`src/rtl/lbg_pkg.sv`:
```
`timescale 1ns/1ps
// Shared types for the bank timing guard.
// Assumes the command code values below are fixed by the controller.
package lbg_pkg;

    typedef enum logic [2:0] {
        OP_NOP  = 3'd0,
        OP_ACT  = 3'd1,
        OP_RD   = 3'd2,
        OP_WR   = 3'd3,
        OP_PRE  = 3'd4,
        OP_REF  = 3'd5,
        OP_RSV6 = 3'd6,
        OP_RSV7 = 3'd7
    } op_e;

    typedef enum logic [1:0] {
        BK_IDLE    = 2'd0,
        BK_OPEN    = 2'd1,
        BK_CLOSING = 2'd2
    } bank_st_e;

endpackage

```
`src/rtl/lbg_bank.sv`:
```
`timescale 1ns/1ps
// One bank's state and its cycle counters.
// It holds the row state (idle, open, closing under auto-close) and
// counts down each per-bank limit. A counter loaded with N-1 reads
// zero exactly N cycles after the load.
// Assumes every go input is already qualified by the guard's legality.
module lbg_bank
    import lbg_pkg::*;
#(
    parameter int T_RCD  = 3,
    parameter int T_RAS  = 7,
    parameter int T_RC   = 11,
    parameter int T_RP   = 3,
    parameter int RD2PRE = 2,
    parameter int WR2PRE = 6,
    parameter int CW     = 6
) (
    input  logic     clk,
    input  logic     rst_n,
    input  logic     act_go,
    input  logic     rd_go,
    input  logic     wr_go,
    input  logic     ap,
    input  logic     pre_go,
    output bank_st_e state,
    output logic     rcd_ok,
    output logic     ras_ok,
    output logic     rc_ok,
    output logic     rp_ok,
    output logic     rec_ok
);

    localparam logic [CW-1:0] L_RCD = CW'(T_RCD - 1);
    localparam logic [CW-1:0] L_RAS = CW'(T_RAS - 1);
    localparam logic [CW-1:0] L_RC  = CW'(T_RC - 1);
    localparam logic [CW-1:0] L_RP  = CW'(T_RP - 1);
    localparam logic [CW-1:0] L_RDP = CW'(RD2PRE - 1);
    localparam logic [CW-1:0] L_WRP = CW'(WR2PRE - 1);

    logic [CW-1:0] rcd_q, ras_q, rc_q, rp_q, rec_q;
    logic [CW-1:0] rec_dec, rec_col, rec_new;
    logic          auto_close;

    function automatic logic [CW-1:0] dec(input logic [CW-1:0] v);
        return (v == '0) ? v : v - 1'b1;
    endfunction

    // Limit flags: a limit is met when its counter has reached zero.
    always_comb begin
        rcd_ok = (rcd_q == '0);
        ras_ok = (ras_q == '0);
        rc_ok  = (rc_q  == '0);
        rp_ok  = (rp_q  == '0);
        rec_ok = (rec_q == '0);
    end

    // Column recovery: a new column command never shortens a longer wait.
    always_comb begin
        rec_dec = dec(rec_q);
        rec_col = wr_go ? L_WRP : L_RDP;
        rec_new = (rec_dec > rec_col) ? rec_dec : rec_col;
    end

    // The internal close fires in the first cycle both close limits are met.
    assign auto_close = (state == BK_CLOSING) && ras_ok && rec_ok;

    // Counter updates on accepted commands, otherwise a saturating count down.
    always_ff @(posedge clk) begin
        if (!rst_n) begin
            rcd_q <= '0;
            ras_q <= '0;
            rc_q  <= '0;
            rp_q  <= '0;
            rec_q <= '0;
        end else begin
            rcd_q <= act_go ? L_RCD : dec(rcd_q);
            ras_q <= act_go ? L_RAS : dec(ras_q);
            rc_q  <= act_go ? L_RC  : dec(rc_q);
            rp_q  <= (pre_go || auto_close) ? L_RP : dec(rp_q);
            if (act_go)
                rec_q <= '0;
            else if (rd_go || wr_go)
                rec_q <= rec_new;
            else
                rec_q <= rec_dec;
        end
    end

    // Row state transitions.
    always_ff @(posedge clk) begin
        if (!rst_n) begin
            state <= BK_IDLE;
        end else if (act_go) begin
            state <= BK_OPEN;
        end else if ((rd_go || wr_go) && ap) begin
            state <= BK_CLOSING;
        end else if (pre_go || auto_close) begin
            state <= BK_IDLE;
        end
    end

endmodule

```
`src/rtl/lbg_shared.sv`:
```
`timescale 1ns/1ps
// Limits that span all banks: row-open spacing, write-to-read turnaround
// and the refresh blackout. Counters load N-1 and reach zero N cycles on.
// Assumes go inputs are already qualified by the guard's legality.
module lbg_shared #(
    parameter int T_RRD = 2,
    parameter int WR2RD = 5,
    parameter int T_RFC = 8,
    parameter int CW    = 6
) (
    input  logic clk,
    input  logic rst_n,
    input  logic act_go,
    input  logic wr_go,
    input  logic ref_go,
    output logic rrd_ok,
    output logic wtr_ok,
    output logic rfc_ok
);

    localparam logic [CW-1:0] L_RRD = CW'(T_RRD - 1);
    localparam logic [CW-1:0] L_WTR = CW'(WR2RD - 1);
    localparam logic [CW-1:0] L_RFC = CW'(T_RFC - 1);

    logic [CW-1:0] rrd_q, wtr_q, rfc_q;

    function automatic logic [CW-1:0] dec(input logic [CW-1:0] v);
        return (v == '0) ? v : v - 1'b1;
    endfunction

    // Limit flags for the shared counters.
    always_comb begin
        rrd_ok = (rrd_q == '0);
        wtr_ok = (wtr_q == '0);
        rfc_ok = (rfc_q == '0);
    end

    // Load on accepted commands, otherwise a saturating count down.
    always_ff @(posedge clk) begin
        if (!rst_n) begin
            rrd_q <= '0;
            wtr_q <= '0;
            rfc_q <= '0;
        end else begin
            rrd_q <= act_go ? L_RRD : dec(rrd_q);
            wtr_q <= wr_go  ? L_WTR : dec(wtr_q);
            rfc_q <= ref_go ? L_RFC : dec(rfc_q);
        end
    end

endmodule

```
`src/rtl/lpddr_bank_guard.sv`:
```
`timescale 1ns/1ps
// Command timing guard for a multi-bank low-power DDR memory.
// Each cycle it judges the presented command against the per-bank and
// shared limits, and books it when issue is strobed with cmd_ok high.
// Assumes the controller honours cmd_ok; a strobe without it is ignored.
module lpddr_bank_guard
    import lbg_pkg::*;
#(
    parameter int NUM_BANKS = 4,
    parameter int T_RRD     = 2,
    parameter int T_RCD     = 3,
    parameter int T_RAS     = 7,
    parameter int T_RC      = 11,
    parameter int T_RP      = 3,
    parameter int T_WR      = 3,
    parameter int T_WTR     = 2,
    parameter int T_RFC     = 8,
    parameter int BURST_LEN = 4,
    localparam int BA_W     = $clog2(NUM_BANKS)
) (
    input  logic                 clk,
    input  logic                 rst_n,
    input  logic [2:0]           cmd_op,
    input  logic [BA_W-1:0]      cmd_bank,
    input  logic                 cmd_a10,
    input  logic                 cmd_issue,
    output logic                 cmd_ok,
    output logic                 cmd_illegal,
    output logic [NUM_BANKS-1:0] bank_open
);

    localparam int BEATS  = BURST_LEN / 2;
    localparam int RD2PRE = BEATS;
    localparam int WR2PRE = BEATS + 1 + T_WR;
    localparam int WR2RD  = BEATS + 1 + T_WTR;
    localparam int CW     = $clog2(T_RC + T_RAS + T_RFC + T_RRD + T_RP
                                   + T_RCD + WR2PRE + WR2RD + 2);

    op_e                  op;
    logic                 take;
    bank_st_e             st [NUM_BANKS];
    logic [NUM_BANKS-1:0] rcd_ok, ras_ok, rc_ok, rp_ok, rec_ok;
    logic [NUM_BANKS-1:0] is_idle, is_open, close_ready, close_hit;
    logic [NUM_BANKS-1:0] act_go, rd_go, wr_go, pre_go;
    logic                 rrd_ok, wtr_ok, rfc_ok;
    logic                 ok_raw, ill_raw;

    assign op   = op_e'(cmd_op);
    assign take = cmd_issue && cmd_ok;

    // Per-bank trackers and their qualified command strobes.
    for (genvar b = 0; b < NUM_BANKS; b++) begin : g_bank
        // Decode this bank's share of the accepted command.
        always_comb begin
            act_go[b] = take && (op == OP_ACT) && (cmd_bank == BA_W'(b));
            rd_go[b]  = take && (op == OP_RD)  && (cmd_bank == BA_W'(b));
            wr_go[b]  = take && (op == OP_WR)  && (cmd_bank == BA_W'(b));
            pre_go[b] = take && (op == OP_PRE) && close_hit[b]
                        && (st[b] == BK_OPEN);
        end

        // State summaries used by the legality decision.
        always_comb begin
            is_idle[b]     = (st[b] == BK_IDLE);
            is_open[b]     = (st[b] == BK_OPEN);
            close_hit[b]   = cmd_a10 || (cmd_bank == BA_W'(b));
            close_ready[b] = is_idle[b]
                             || (is_open[b] && ras_ok[b] && rec_ok[b]);
        end

        lbg_bank #(
            .T_RCD  (T_RCD),
            .T_RAS  (T_RAS),
            .T_RC   (T_RC),
            .T_RP   (T_RP),
            .RD2PRE (RD2PRE),
            .WR2PRE (WR2PRE),
            .CW     (CW)
        ) u_bank (
            .clk    (clk),
            .rst_n  (rst_n),
            .act_go (act_go[b]),
            .rd_go  (rd_go[b]),
            .wr_go  (wr_go[b]),
            .ap     (cmd_a10),
            .pre_go (pre_go[b]),
            .state  (st[b]),
            .rcd_ok (rcd_ok[b]),
            .ras_ok (ras_ok[b]),
            .rc_ok  (rc_ok[b]),
            .rp_ok  (rp_ok[b]),
            .rec_ok (rec_ok[b])
        );

        assign bank_open[b] = !is_idle[b];
    end

    lbg_shared #(
        .T_RRD (T_RRD),
        .WR2RD (WR2RD),
        .T_RFC (T_RFC),
        .CW    (CW)
    ) u_shared (
        .clk    (clk),
        .rst_n  (rst_n),
        .act_go (take && (op == OP_ACT)),
        .wr_go  (take && (op == OP_WR)),
        .ref_go (take && (op == OP_REF)),
        .rrd_ok (rrd_ok),
        .wtr_ok (wtr_ok),
        .rfc_ok (rfc_ok)
    );

    // Legality of the presented command against state and every limit.
    always_comb begin
        ok_raw  = 1'b0;
        ill_raw = 1'b0;
        unique case (op)
            OP_NOP: ok_raw = 1'b1;
            OP_ACT: begin
                ill_raw = is_open[cmd_bank];
                ok_raw  = is_idle[cmd_bank] && rp_ok[cmd_bank]
                          && rc_ok[cmd_bank] && rrd_ok;
            end
            OP_RD: begin
                ill_raw = !is_open[cmd_bank];
                ok_raw  = is_open[cmd_bank] && rcd_ok[cmd_bank] && wtr_ok;
            end
            OP_WR: begin
                ill_raw = !is_open[cmd_bank];
                ok_raw  = is_open[cmd_bank] && rcd_ok[cmd_bank];
            end
            OP_PRE: ok_raw = cmd_a10 ? (&close_ready) : close_ready[cmd_bank];
            OP_REF: begin
                ill_raw = |is_open;
                ok_raw  = (&is_idle) && (&rp_ok);
            end
            default: ill_raw = 1'b1;
        endcase
        if (!rfc_ok && (op != OP_NOP))
            ok_raw = 1'b0;
    end

    assign cmd_illegal = ill_raw;
    assign cmd_ok      = ok_raw && !ill_raw;

endmodule

```
`config.mk`:
```
export PLATFORM = sky130hd
export DESIGN_NAME = lpddr_bank_guard
export DESIGN_NICKNAME = d
export VERILOG_FILES = /design/src/rtl/lbg_pkg.sv /design/src/rtl/lbg_bank.sv /design/src/rtl/lbg_shared.sv /design/src/rtl/lpddr_bank_guard.sv
export SDC_FILE = /design/constraint.sdc
export NUM_CORES = 1
export LEC_CHECK = 0
export ABC_AREA = 1
export BUFFER_PORTS_ARGS = -buffer_cell sky130_fd_sc_hd__buf_2
export CORE_ASPECT_RATIO = 0.9
export CORE_MARGIN = 2
export CORE_UTILIZATION = 57
export DETAILED_ROUTE_END_ITERATION = 7
export GPL_ROUTABILITY_DRIVEN = 0
export GPL_TIMING_DRIVEN = 0
export HOLD_SLACK_MARGIN = 0.1
export PLACE_DENSITY = 0.76
export SYNTH_ARGS = -nofsm -noshare
export SYNTH_HDL_FRONTEND = slang
export SYNTH_HIERARCHICAL = 1
export SYNTH_SLANG_ARGS = --single-unit
```
`constraint.sdc`:
```
create_clock -name clk -period 2.73 [get_ports clk]
set_clock_uncertainty 0.1 [all_clocks]
set_input_delay 0.819 -clock clk [delete_from_list [all_inputs] [get_ports clk]]
set_output_delay 0.819 -clock clk [all_outputs]
set_load 0.01 [all_outputs]
```
Word-level counts from Yosys, hierarchy flattened
Index checks and enable logic that the tools add are counted. W data, S select, Z words.

Flip-flop bits (word level): 146. Word-level logic and storage cells: 328.

Add/sub/neg operators: 23. Magnitude comparators: 5. Equality and inequality tests: 35. Mux-type cells: 82. Bitwise gates (word level): 1. Reductions and logical operators: 132.

Operator list (count): $logic_not A6 Y1 (23); $sub A6 B1 Y6 const B (23); $mux W6 (12); $logic_and A1 B1 Y1 (54); $mux W2 (24); $mux W3 (16); $mux W4 (8); $ne A2 B1 Y1 const B (15); $reduce_or A2 Y1 (13); $gt A6 B6 Y1 (4); $logic_or A1 B1 Y1 (16); $reduce_bool A3 Y1 (5); $mux W1 (14); $bmux W1 S2 (6); $eq A2 B2 Y1 const B (6); $reduce_and A4 Y1 (3); $eq A2 B1 Y1 const B (5); $logic_not A2 Y1 (5); $ne A2 B2 Y1 const B (4); $reduce_bool A2 Y1 (4); $logic_not A1 Y1 (7); $eq A3 B2 Y1 const B (2); $eq A3 B3 Y1 const B (2); $pmux W1 S6 (1); other kinds (6) (6).

Logic depth before layout (Yosys ltp)
Gate-level depths: netlist (run 1).

Word-level depth: 18. Depth in mapped cells: 25. Mapped depth without buffers: 25.

Cells and area by module
The synthesis (run 1) kept the hierarchy.

By module, submodules not included: lbg_bank (times used 4, cells each 226, area each 1687.9 sq um); lbg_shared (times used 1, cells each 128, area each 949.7 sq um); lpddr_bank_guard (times used 1, cells each 152, area each 769.5 sq um).

Worst setup path before layout (run 1)
Ideal clock, no wire load.

Path kind: input-to-reg. From: in cmd_bank[0]. To: reg g_bank[0].u_bank.rec_q[2]. Arrival: 2.615 ns. Required time: 2.516 ns. Setup slack: -0.099 ns. Stages on the path: 20. Cell sequence: buf_6 nand2_2 inv_2 nand2_1 nand2_1 nor2_1 nand3_2 nand2_2 nor2_4 nand2_8 nand4_4 nor2_1 inv_1 ha_1 inv_1 nor2_1 nor2_2 nand3_2 nor2_1 nor2_2.

Word-level cells in the longest chain between the ends: 15. Elaborated cells on any way between the ends: 38. Classes of those cells: 1 x order compare; 19 x mux; 18 x reduce/logical.

RTL lines: from (decl) (RTL line lpddr_bank_guard.sv:24) `input logic [BA_W-1:0] cmd_bank,`; $bmux W1 S2 (RTL line lpddr_bank_guard.sv:122) `ok_raw = is_idle[cmd_bank] && rp_ok[cmd_bank]`; $mux W1 (not written as such) (RTL line lpddr_bank_guard.sv:122); $logic_and A1 B1 Y1 (RTL line lpddr_bank_guard.sv:122); $logic_and A1 B1 Y1 (2 in a row) (RTL line lpddr_bank_guard.sv:123) `&& rc_ok[cmd_bank] && rrd_ok;`; $pmux W1 S6 (RTL line lpddr_bank_guard.sv:118) `unique case (op)`; $mux W1 (RTL line lpddr_bank_guard.sv:140) `if (!rfc_ok && (op != OP_NOP))`; $logic_and A1 B1 Y1 (RTL line lpddr_bank_guard.sv:145) `assign cmd_ok = ok_raw && !ill_raw;`; $logic_and A1 B1 Y1 (RTL line lpddr_bank_guard.sv:49) `assign take = cmd_issue && cmd_ok;`; $logic_and A1 B1 Y1 (RTL line lpddr_bank_guard.sv:57) `wr_go[b] = take && (op == OP_WR) && (cmd_bank == BA_W'(b));`; $logic_and A1 B1 Y1 (*) (RTL line lpddr_bank_guard.sv:57); via wr_go[0] (RTL line lpddr_bank_guard.sv:44) `logic [NUM_BANKS-1:0] act_go, rd_go, wr_go, pre_go;`; $mux W3 (RTL line lbg_bank.sv:60) `rec_col = wr_go ? L_WRP : L_RDP;`; $gt A6 B6 Y1 (RTL line lbg_bank.sv:61) `rec_new = (rec_dec > rec_col) ? rec_dec : rec_col;`; $mux W6 (RTL line lbg_bank.sv:61); $mux W6 (*) (RTL line lbg_bank.sv:82) `else if (rd_go || wr_go)`; to (signal assigned) (RTL line lbg_bank.sv:83) `rec_q <= rec_new;`; to (signal assigned) (RTL line lbg_bank.sv:85) `rec_q <= rec_dec;`; to (decl) (RTL line lbg_bank.sv:40) `logic [CW-1:0] rcd_q, ras_q, rc_q, rp_q, rec_q;`.

The timed path passes the listed nets; every way through them passes the cells marked *. The select of a mux whose other input is x is not followed. A chain may end at the register's enable or synchronous reset.

Worst setup path after layout (run 1)
From: reg g_bank[1].u_bank.rp_q[0]. To: out cmd_ok.

Word-level cells in the longest chain between the ends: 9. Elaborated cells on any way between the ends: 11. Classes of those cells: 4 x mux; 7 x reduce/logical.

RTL lines: from (decl) (RTL line lbg_bank.sv:40); from (signal assigned) (RTL line lbg_bank.sv:79) `rp_q <= (pre_go || auto_close) ? L_RP : dec(rp_q);`; $logic_not A6 Y1 (*) (RTL line lbg_bank.sv:53) `rp_ok = (rp_q == '0);`; via rp_ok[1] (RTL line lpddr_bank_guard.sv:42) `logic [NUM_BANKS-1:0] rcd_ok, ras_ok, rc_ok, rp_ok, rec_ok;`; $bmux W1 S2 (RTL line lpddr_bank_guard.sv:122); $mux W1 (not written as such) (RTL line lpddr_bank_guard.sv:122); $logic_and A1 B1 Y1 (RTL line lpddr_bank_guard.sv:122); $logic_and A1 B1 Y1 (2 in a row) (RTL line lpddr_bank_guard.sv:123); $pmux W1 S6 (*) (RTL line lpddr_bank_guard.sv:118); $mux W1 (*) (RTL line lpddr_bank_guard.sv:140); $logic_and A1 B1 Y1 (*) (RTL line lpddr_bank_guard.sv:145); to (decl) (RTL line lpddr_bank_guard.sv:27) `output logic cmd_ok,`.

Marked as above.

==> results by group, run 1 <==
Logic synthesis
  • Post-synthesis sequential element count: 146
  • Synthesized area divided by synthesized cell count: 7.154 um^2
  • Synthesized netlist cell count: between 1,000 and 1,500
  • Top cells by area in the synthesized netlist: sky130_fd_sc_hd__dfxtp_1, sky130_fd_sc_hd__nand2_1, sky130_fd_sc_hd__inv_1, sky130_fd_sc_hd__nor2_1, sky130_fd_sc_hd__ha_1
  • Netlist area before placement: 8471 um^2
  • Share of the synthesized area in the top cell type: between 30 and 40%
  • Number of library cell types mapped by synthesis: 39
  • Cell accounting for the most synthesized area: sky130_fd_sc_hd__dfxtp_1
  • Post-synth EDFFs: 0
  • Post-Synthesis Net Count: around 1,200
  • Portion of the post-synthesis area used by sequential elements: 34.51%
  • Top_reg_cell synth: sky130_fd_sc_hd__dfxtp_1
  • Warning count from the yosys run: 6
  • Proportion of register bits with asynchronous set or reset after synthesis: 0%

Finish
  • Fill cell total of the finished layout: 936
  • Total number of nets in the final design: around 1,400
  • Fraction of final layout cells sized beyond drive strength 1: 39.43%
  • Fin util: between 70% and 80%
  • Final standard cell count with taps included and fillers excluded: 1,537
  • Area delta synth->final: 34.21%
  • Inserted Diodes: 0
  • Final Instance Area: 11,370 um^2

Critical path
  • CP startpoint kind: register
  • Data arrival time of the critical path: 2.18 ns
  • Crit Reg-Reg Startpoint: g_bank[3].u_bank/ras_q[1]
  • Nature of the critical path endpoint: output pin
  • R2r setup slk: -0.30 ns
  • Cell depth of the worst flop-to-flop path: 22
  • Critical path fanouts, max: 3
  • Critical path class: reg -> out
  • End of the worst register-to-register path: g_bank[0].u_bank/rec_q[2]
  • Data required time at the worst endpoint: about 1.8 ns

Clock tree
  • TritonCTS Sinks: between 100 and 150
  • Post-cts hold buffer count: 0
  • Buffer cell driving the clock tree root: sky130_fd_sc_hd__clkbuf_16
  • Inserted Clock Buffers: 17
  • TritonCTS clock tree: yes
  • Worst-skew pair later-pin latency: between 0.4 and 0.5 ns
  • CTS HTree Levels: 4
  • Clock-pin transition on the worst setup and hold timing paths: 0.06 ns
  • Deepest clock path buffer count: 2

Pwr
  • Largest vdd supply drop: roughly 0.84 mV
  • Power per Cell Area: 1262 nW/um^2
  • Leakage power total: 5.119 nW

Place
  • IO buf count: 14
  • Placed cell areas: 8826 um^2
  • Detailed-placement wirelength estimate: ~12 mm
  • Number of placed instances, taps included: 1,396

Timing
  • Min cycle time layout: roughly 3.1 ns
  • Worst-case headroom to the max-slew limit: roughly half
  • Unrepaired setup endpoints after global routing: true
  • Worst hold slack across all endpoints: 0.3342 ns
  • Finish-stage setup viols: 32
  • Number of pins with negative max-slew slack in the final report: 0
  • Slew of the pin with the lowest slew margin: a little over 0.7 ns
  • Worst setup slack after layout: -0.3690 ns
  • Final TNS setup: -3.798 ns
  • Final period util: 113.5%
  • Final hold viol count: 0
  • Achievable clock frequency: 322.7 MHz

Global route
  • Global router's overall resource usage: 26.33%
  • Final global-route overflow total: 0
  • Via count of the first global-routing pass: around 7,700
  • Global-route wire length before repair: 34.38 mm
  • Number of antenna violations at the first check in global routing: 0
  • Pin count of the biggest net entering global routing: 32

Floorplan
  • Number of placement rows: 42
  • Height of the die: 119.7 um
  • CORE AREA: 14,610 um^2
  • Overall die width: 132.5 um
  • Initial core utilization: 57.98%
  • Num ports: 15
  • Area of the die: ~16,000 um^2

Min path
  • Hold path depth: 1
  • Path class of the lowest-slack min-delay path: reg -> reg
  • Worst Min Path Start: g_bank[1].u_bank/rcd_q[0]
  • Worst min-delay path endpoint: g_bank[1].u_bank/rcd_q[0]

Detailed routing
  • Top routing layer used: met4
  • DRT met1 WL: between 9 and 10 mm
  • Length of routed met2 wiring: 12.02 mm
  • Post-route ant nets: 0
  • Total vias in the final route: about 8,300
  • Total DRC errors in the routed layout: 0
  • Met3 wire length: 1.254 mm
  • First-pass iteration count of the detailed router: 5
  • Detail-routed net length per standard cell: 15.34 um
  • Initial drt markers: 574
  • Detailed-route wire length: around 24 mm
  • Vias/cell: 5.412

Run
  • Max-cap check violation count: 0

Outcome
  • Failing checks: negative setup slack
  • Outcome: finished, violations left
## registers in the layout (all words and copies together) (netlist names)
| register | count |
|---|---|
| u_shared/rrd_q | 6 |
| u_shared/rfc_q | 6 |
| g_bank.u_bank/rec_q | 24 |
| g_bank.u_bank/ras_q | 24 |
| g_bank.u_bank/rcd_q | 24 |
| g_bank.u_bank/rp_q | 24 |
| g_bank.u_bank/state | 8 |
| g_bank.u_bank/rc_q | 24 |
| u_shared/wtr_q | 6 |
## logic make-up (layout without fill, tap and decap cells)
group	after synthesis	count (layout)	share of synthesized area [%]
flip-flops	146	146	34.51
AND/OR/NAND/NOR	620	621	36.81
adder cells (fa/ha/maj)	41	41	6.056
XOR/XNOR	36	36	3.722
buffers and inverters	196	350	8.789
AO/OA/AOI/OAI	145	145	10.12
## cell usage after synthesis (5+ instances only)
cell type	n
sky130_fd_sc_hd__nand2_2	19
sky130_fd_sc_hd__nor3_2	5
sky130_fd_sc_hd__nand4_1	31
sky130_fd_sc_hd__xor2_1	23
sky130_fd_sc_hd__nor2_1	149
sky130_fd_sc_hd__or2_0	10
sky130_fd_sc_hd__nand4_2	6
sky130_fd_sc_hd__nor2_2	35
sky130_fd_sc_hd__a21oi_1	74
sky130_fd_sc_hd__o21ai_0	38
sky130_fd_sc_hd__inv_2	13
sky130_fd_sc_hd__nor3_1	19
sky130_fd_sc_hd__nand2_1	240
sky130_fd_sc_hd__nand3_1	55
sky130_fd_sc_hd__xnor2_1	13
sky130_fd_sc_hd__inv_1	180
sky130_fd_sc_hd__ha_1	41
sky130_fd_sc_hd__nor2_4	14
sky130_fd_sc_hd__dfxtp_1	146
sky130_fd_sc_hd__or2_2	9
sky130_fd_sc_hd__nand3_2	16
## critical path: stages (launching register included)
cell and delay (ns):
sky130_fd_sc_hd__dfxtp_2 0.33, sky130_fd_sc_hd__inv_2 0.09, sky130_fd_sc_hd__ha_4 0.15, sky130_fd_sc_hd__nand2_2 0.06, sky130_fd_sc_hd__nor2_2 0.17, sky130_fd_sc_hd__nand2_2 0.10
sky130_fd_sc_hd__inv_2 0.10, sky130_fd_sc_hd__nand2_1 0.06, sky130_fd_sc_hd__nand2_1 0.06, sky130_fd_sc_hd__nand2_1 0.04, sky130_fd_sc_hd__nand2_1 0.06, sky130_fd_sc_hd__nand2_2 0.06
sky130_fd_sc_hd__nor2_4 0.09, sky130_fd_sc_hd__nor2_4 0.06, sky130_fd_sc_hd__a21boi_2 0.16, sky130_fd_sc_hd__buf_2 0.15
## metrics by stage
step / setup slack, ns / power (mW)
after floorplan: -0.08179 / 8.067
after global placement: -0.6028 / 8.895
after detailed placement: -0.6723 / 9.085
after CTS: -0.3037 / 13.07
after global routing: -0.4960 / 15.40
final: -0.3690 / 14.35
## power breakdown
part | switching [mW] | internal [mW] | total (mW)
combinational | 4.75 | 3.51 | 8.25
clock | 0.909 | 1.62 | 2.53
sequential | 0.655 | 2.91 | 3.56
## how the worst max path moves through the flow
stage                                         from                   endpoint  depth (start not counted)
after global routing      g_bank[2].u_bank/rc_q[1]  g_bank[0].u_bank/rec_q[2]                         26
after global placement                   cmd_op[1]  g_bank[1].u_bank/rec_q[2]                         14
final                     g_bank[1].u_bank/rp_q[0]                     cmd_ok                         15
after CTS                 g_bank[1].u_bank/rc_q[1]                     cmd_ok                         15
after floorplan                        cmd_bank[0]  g_bank[1].u_bank/rec_q[2]                         20
after detailed placement                 cmd_op[1]  g_bank[1].u_bank/rec_q[2]                         14
## repair_timing
action,4_1_cts,5_1_grt
setup endpoints to repair,106,113
pin swaps,78,65
gates resized for setup,187,163
buffers inserted,61,48
gates cloned,1,0
## final cells by class
class,instances,area (um^2),share of cell area (%)
multi-input combinational,843,5704,50.18
sequential,146,2955,26.00
timing repair buffer,123,1039,9.135
inverter,194,763.2,6.714
clock buffer,23,488.0,4.292
tap,198,247.7,2.179
clock inverter,9,151.4,1.332
buffer,1,20.02,0.1761
## cell usage in the layout, fill, tap and decap left out, types with 5 or more instances in the layout
cell type	count
sky130_fd_sc_hd__a21oi_1	49
sky130_fd_sc_hd__a21oi_2	28
sky130_fd_sc_hd__buf_12	6
sky130_fd_sc_hd__buf_2	12
sky130_fd_sc_hd__buf_4	84
sky130_fd_sc_hd__buf_6	22
sky130_fd_sc_hd__clkbuf_16	17
sky130_fd_sc_hd__dfxtp_1	122
sky130_fd_sc_hd__dfxtp_2	23
sky130_fd_sc_hd__ha_1	23
sky130_fd_sc_hd__ha_4	15
sky130_fd_sc_hd__inv_1	117
sky130_fd_sc_hd__inv_2	66
sky130_fd_sc_hd__inv_4	6
sky130_fd_sc_hd__nand2_1	191
sky130_fd_sc_hd__nand2_2	53
sky130_fd_sc_hd__nand2_4	14
sky130_fd_sc_hd__nand3_1	47
sky130_fd_sc_hd__nand3_2	20
sky130_fd_sc_hd__nand4_1	31
sky130_fd_sc_hd__nand4_4	9
sky130_fd_sc_hd__nor2_1	119
sky130_fd_sc_hd__nor2_2	49
sky130_fd_sc_hd__nor2_4	31
sky130_fd_sc_hd__nor3_1	10
sky130_fd_sc_hd__nor3_2	14
sky130_fd_sc_hd__o21ai_0	14
sky130_fd_sc_hd__o21ai_1	14
sky130_fd_sc_hd__o21ai_2	11
sky130_fd_sc_hd__or2_0	10
sky130_fd_sc_hd__or2_4	5
sky130_fd_sc_hd__xnor2_1	13
sky130_fd_sc_hd__xor2_1	23
## routing by layer
metal	vias to the layer above	GRT usage [%]
li1	4092	-
met1	3894	30.64
met2	240	46.15
met3	93	6.464
met4	0	11.29
met5	-	0
(Power assumes the default switching activity.)
==> inputs of run 2 (changes only) <==
Settings changed: ABC_AREA 1 to not set.
==> run 2 against run 1 <==
Compared with the run above: the flow still finishes with violations (negative setup slack); register-to-register slack got worse by 0.36 ns; largest power group unchanged; synthesized area decreased by 5.0%; critical path type is now reg -> reg; total power increased by 4.7%.
==> results by group, run 2 <==
Global route
  • Global router's overall resource usage: 25.85% (-0.48 points)
  • Global-route wire length before repair: 31.31 mm (-8.9%)
  • Number of antenna violations at the first check in global routing: 0 (unchanged)
  • Met3 usage in global routing: 5.314% (-1.2 points)
  • M1 GR Usage: 34.17% (+3.5 points)
  • Met2 track utilization from global routing: 43.16% (-3.0 points)
  • Final global-route overflow total: 0 (unchanged)
  • Via count of the first global-routing pass: 6,664 (-13%)
  • Pin count of the biggest net entering global routing: 17 (-47%)
  • Most Crowded Layer GR: met2

Clock tree
  • Worst-skew pair later-pin latency: 0.42 ns (about the same)
  • TritonCTS Sinks: 146 (unchanged)
  • Clock-pin transition on the worst setup and hold timing paths: 0.06 ns (about the same)
  • TritonCTS clock tree: yes
  • Deepest clock path buffer count: 2 (unchanged)
  • Buffer cell driving the clock tree root: sky130_fd_sc_hd__clkbuf_16
  • Post-cts hold buffer count: 0 (unchanged)
  • CTS HTree Levels: 4 (unchanged)
  • Inserted Clock Buffers: 17 (unchanged)

Logic synthesis
  • Top cells by area in the synthesized netlist: sky130_fd_sc_hd__dfxtp_1, sky130_fd_sc_hd__ha_1, sky130_fd_sc_hd__xnor2_1, sky130_fd_sc_hd__nor2_1, sky130_fd_sc_hd__nor3_1
  • Top_reg_cell synth: sky130_fd_sc_hd__dfxtp_1
  • Synthesized area divided by synthesized cell count: 8.552 um^2 (+20%)
  • Synthesized netlist cell count: 941 (-21%)
  • Portion of the post-synthesis area used by sequential elements: 36.32% (+1.8 points)
  • Post-synthesis sequential element count: 146 (unchanged)
  • Post-Synthesis Net Count: 991 (-20%)
  • Most instantiated library cell after synthesis: sky130_fd_sc_hd__dfxtp_1
  • Warning count from the yosys run: 6 (unchanged)
  • Proportion of register bits with asynchronous set or reset after synthesis: 0% (unchanged)
  • Number of library cell types mapped by synthesis: 67 (+72%)
  • Netlist area before placement: 8048 um^2 (-5.0%)
  • List of most frequent post-synthesis cells: sky130_fd_sc_hd__dfxtp_1, sky130_fd_sc_hd__nor2_1, sky130_fd_sc_hd__nor3_1
  • Cell accounting for the most synthesized area: sky130_fd_sc_hd__dfxtp_1
  • Post-synth EDFFs: 0 (unchanged)
  • Share of the synthesized area in the top cell type: 36.32% (+1.8 points)

Finish
  • Inserted Diodes: 0 (unchanged)
  • Fraction of final layout cells sized beyond drive strength 1: 36.06% (-3.4 points)
  • Total number of nets in the final design: 1,140 (-17%)
  • Fill cell total of the finished layout: 790 (-16%)
  • Most used cells in the layout excluding fill and tap cells: sky130_fd_sc_hd__dfxtp_1, sky130_fd_sc_hd__nor2_1, sky130_fd_sc_hd__buf_4
  • Most common cell after layout, fill and taps aside: sky130_fd_sc_hd__dfxtp_1
  • Area delta synth->final: 37.52%

Floorplan
  • Num ports: 15 (unchanged)
  • Height of the die: 116.7 um (-2.4%)
  • Area of the die: 15,090 um^2 (-4.8%)
  • CORE AREA: 13,900 um^2 (-4.8%)
  • Number of placement rows: 41 (-2.4%)
  • Initial core utilization: 57.89% (-0.094 points)
  • Overall die width: 129.3 um (-2.5%)

Timing
  • Achievable clock frequency: 294.8 MHz (-8.6%)
  • Slew of the pin with the lowest slew margin: 0.6758 ns (-0.04616 ns)
  • Final hold viol count: 0 (unchanged)
  • Unrepaired setup endpoints after global routing: true
  • Worst-case headroom to the max-slew limit: 54.95% (+3.1 points)
  • Final period util: 124.3% (+11 points)
  • Finish-stage setup viols: 121 (+280%)
  • Worst setup slack after layout: -0.6621 ns (-0.2931 ns)
  • Number of pins with negative max-slew slack in the final report: 0 (unchanged)
  • Worst hold slack across all endpoints: 0.3730 ns (+0.03879 ns)
  • Final TNS setup: -30.05 ns (-26.25 ns)
  • Min cycle time layout: 3.392 ns (+0.2931 ns)

Pwr
  • Leakage power total: 4.338 nW (-15%)
  • Power per Cell Area: 1358 nW/um^2 (+7.6%)
  • Largest vdd supply drop: 0.9279 mV (+10%)

Critical path
  • Nature of the critical path endpoint: register
  • CP startpoint kind: register
  • Data required time at the worst endpoint: 2.99 ns (+1.18 ns)
  • Critical path fanouts, max: 5 (+2)
  • Data arrival time of the critical path: 3.65 ns (+1.47 ns)
  • Critical path class: reg -> reg

Outcome
  • Failing checks: negative setup slack
  • Outcome: finished, violations left

Detailed routing
  • Total DRC errors in the routed layout: 0 (unchanged)
  • Post-route ant nets: 0 (unchanged)
  • Detailed-route wire length: 22.11 mm (-6.2%)
  • Initial drt markers: 632 (+10%)
  • Detail-routed net length per standard cell: 17.09 um (+11%)
  • Total vias in the final route: 7,511 (-9.7%)
  • Vias/cell: 5.804 (+7.2%)
  • First-pass iteration count of the detailed router: 5 (unchanged)

Place
  • IO buf count: 13 (-1)
  • Detailed-placement wirelength estimate: 11.43 mm (-7.6%)

Run
  • Max-cap check violation count: 0 (unchanged)

Min path
  • Path class of the lowest-slack min-delay path: reg -> reg
==> run 2: changes by cell type in the layout (fill, tap and decap cells not counted), moves of 17 or more <==
cell / previous run / this run
sky130_fd_sc_hd__nor2_2: 49 / 3
sky130_fd_sc_hd__a21oi_2: 28 / 6
sky130_fd_sc_hd__nand3_1: 47 / 16
sky130_fd_sc_hd__o21a_1: 4 / 21
sky130_fd_sc_hd__nor2_4: 31 / 8
sky130_fd_sc_hd__nand2_1: 191 / 49
sky130_fd_sc_hd__nor3_1: 10 / 69
sky130_fd_sc_hd__nand2_2: 53 / 5
sky130_fd_sc_hd__inv_1: 117 / 43
sky130_fd_sc_hd__inv_2: 66 / 29
sky130_fd_sc_hd__nand4_1: 31 / 8
sky130_fd_sc_hd__xnor2_1: 13 / 56
==> run 2: repair_timing <==
action                                  CTS  global route
buffers inserted                         93            32
gates resized for setup                 179            87
gates cloned                              2             2
endpoints found under the setup margin  139           132
pin swaps                                79            44
==> run 2: logic make-up (layout without fill, tap and decap cells) <==
family,after synthesis,in the layout,share of synthesized area (%)
and+or+nand+nor,413,413,27.08
DFF,146,146,36.32
buffers and inverters,89,249,4.260
muxes,22,22,3.172
adders and majority gates,41,41,6.374
xor gates and xnor gates,74,74,8.053
AOI/OAI and AO/OA,156,156,14.74
==> run 2: where the power goes <==
group          internal [mW]  total (mW)  switching [mW]
combinational           4.31        8.90            4.59
clock                   1.40        2.29           0.887
sequential              3.02        3.84           0.823
==> run 2: final timing paths <==
kind | cells after the start | endpoint | slack (ns) | startpoint
max reg2reg | 17 | g_bank[3].u_bank/rec_q[0] | -0.66 | g_bank[3].u_bank/rcd_q[0]
min reg2reg | 2 | g_bank[2].u_bank/rc_q[4] | 0.37 | g_bank[2].u_bank/rc_q[4]
max | 17 | g_bank[3].u_bank/rec_q[0] | -0.66 | g_bank[3].u_bank/rcd_q[0]
min | 2 | g_bank[2].u_bank/rc_q[4] | 0.37 | g_bank[2].u_bank/rc_q[4]
==> run 2: layout make-up <==
class,count,area (um^2),share of cell area [%]
buffer,12,147.6,1.334
clock buffer,20,466.7,4.217
clock inverter,10,110.1,0.9949
inverter,73,276.5,2.499
multi-input combinational,706,5742,51.88
sequential,146,2980,26.93
tap,193,241.5,2.182
timing repair buffer,134,1102,9.960
==> run 2: stage by stage <==
| stage | cells | util, % | setup WS [ns] | power, mW | area (um^2) |
|---|---|---|---|---|---|
| after detailed placement | 1147 | 61.43 | -1.001 | 10.29 | 8539 |
| after global routing | 1294 | 79.61 | -0.8003 | 16.04 | 11070 |
| after CTS | 1262 | 74.83 | -0.5389 | 14.06 | 10400 |
| after floorplan | 941 | - | -0.4602 | 9.211 | 8233 |
| final | 1294 | 79.61 | -0.6621 | 15.03 | 11070 |
| after global placement | 1147 | 61.43 | -0.9808 | 10.15 | 8539 |
==> run 2: critical path: stages, from the launching register on <==
cell	delay [ns]
sky130_fd_sc_hd__dfxtp_2	0.34
sky130_fd_sc_hd__inv_2	0.04
sky130_fd_sc_hd__ha_2	0.20
sky130_fd_sc_hd__nand3_4	0.07
sky130_fd_sc_hd__inv_2	0.04
sky130_fd_sc_hd__mux4_2	0.51
sky130_fd_sc_hd__o2111ai_4	0.10
sky130_fd_sc_hd__nor2b_4	0.08
sky130_fd_sc_hd__o21bai_4	0.34
sky130_fd_sc_hd__buf_4	0.20
sky130_fd_sc_hd__nor2_4	0.04
sky130_fd_sc_hd__inv_2	0.07
sky130_fd_sc_hd__ha_4	0.20
sky130_fd_sc_hd__a221oi_4	0.28
sky130_fd_sc_hd__a22oi_2	0.14
sky130_fd_sc_hd__a2111oi_4	0.28
sky130_fd_sc_hd__buf_4	0.20
sky130_fd_sc_hd__o21a_1	0.10
==> run 2: metal layers <==
metal | vias to the layer above | routed length (um)
li1 | 3571 | -
met1 | 3582 | 9296
met2 | 302 | 10960
met3 | 56 | 1273
met4 | 0 | 588
met5 | - | 0
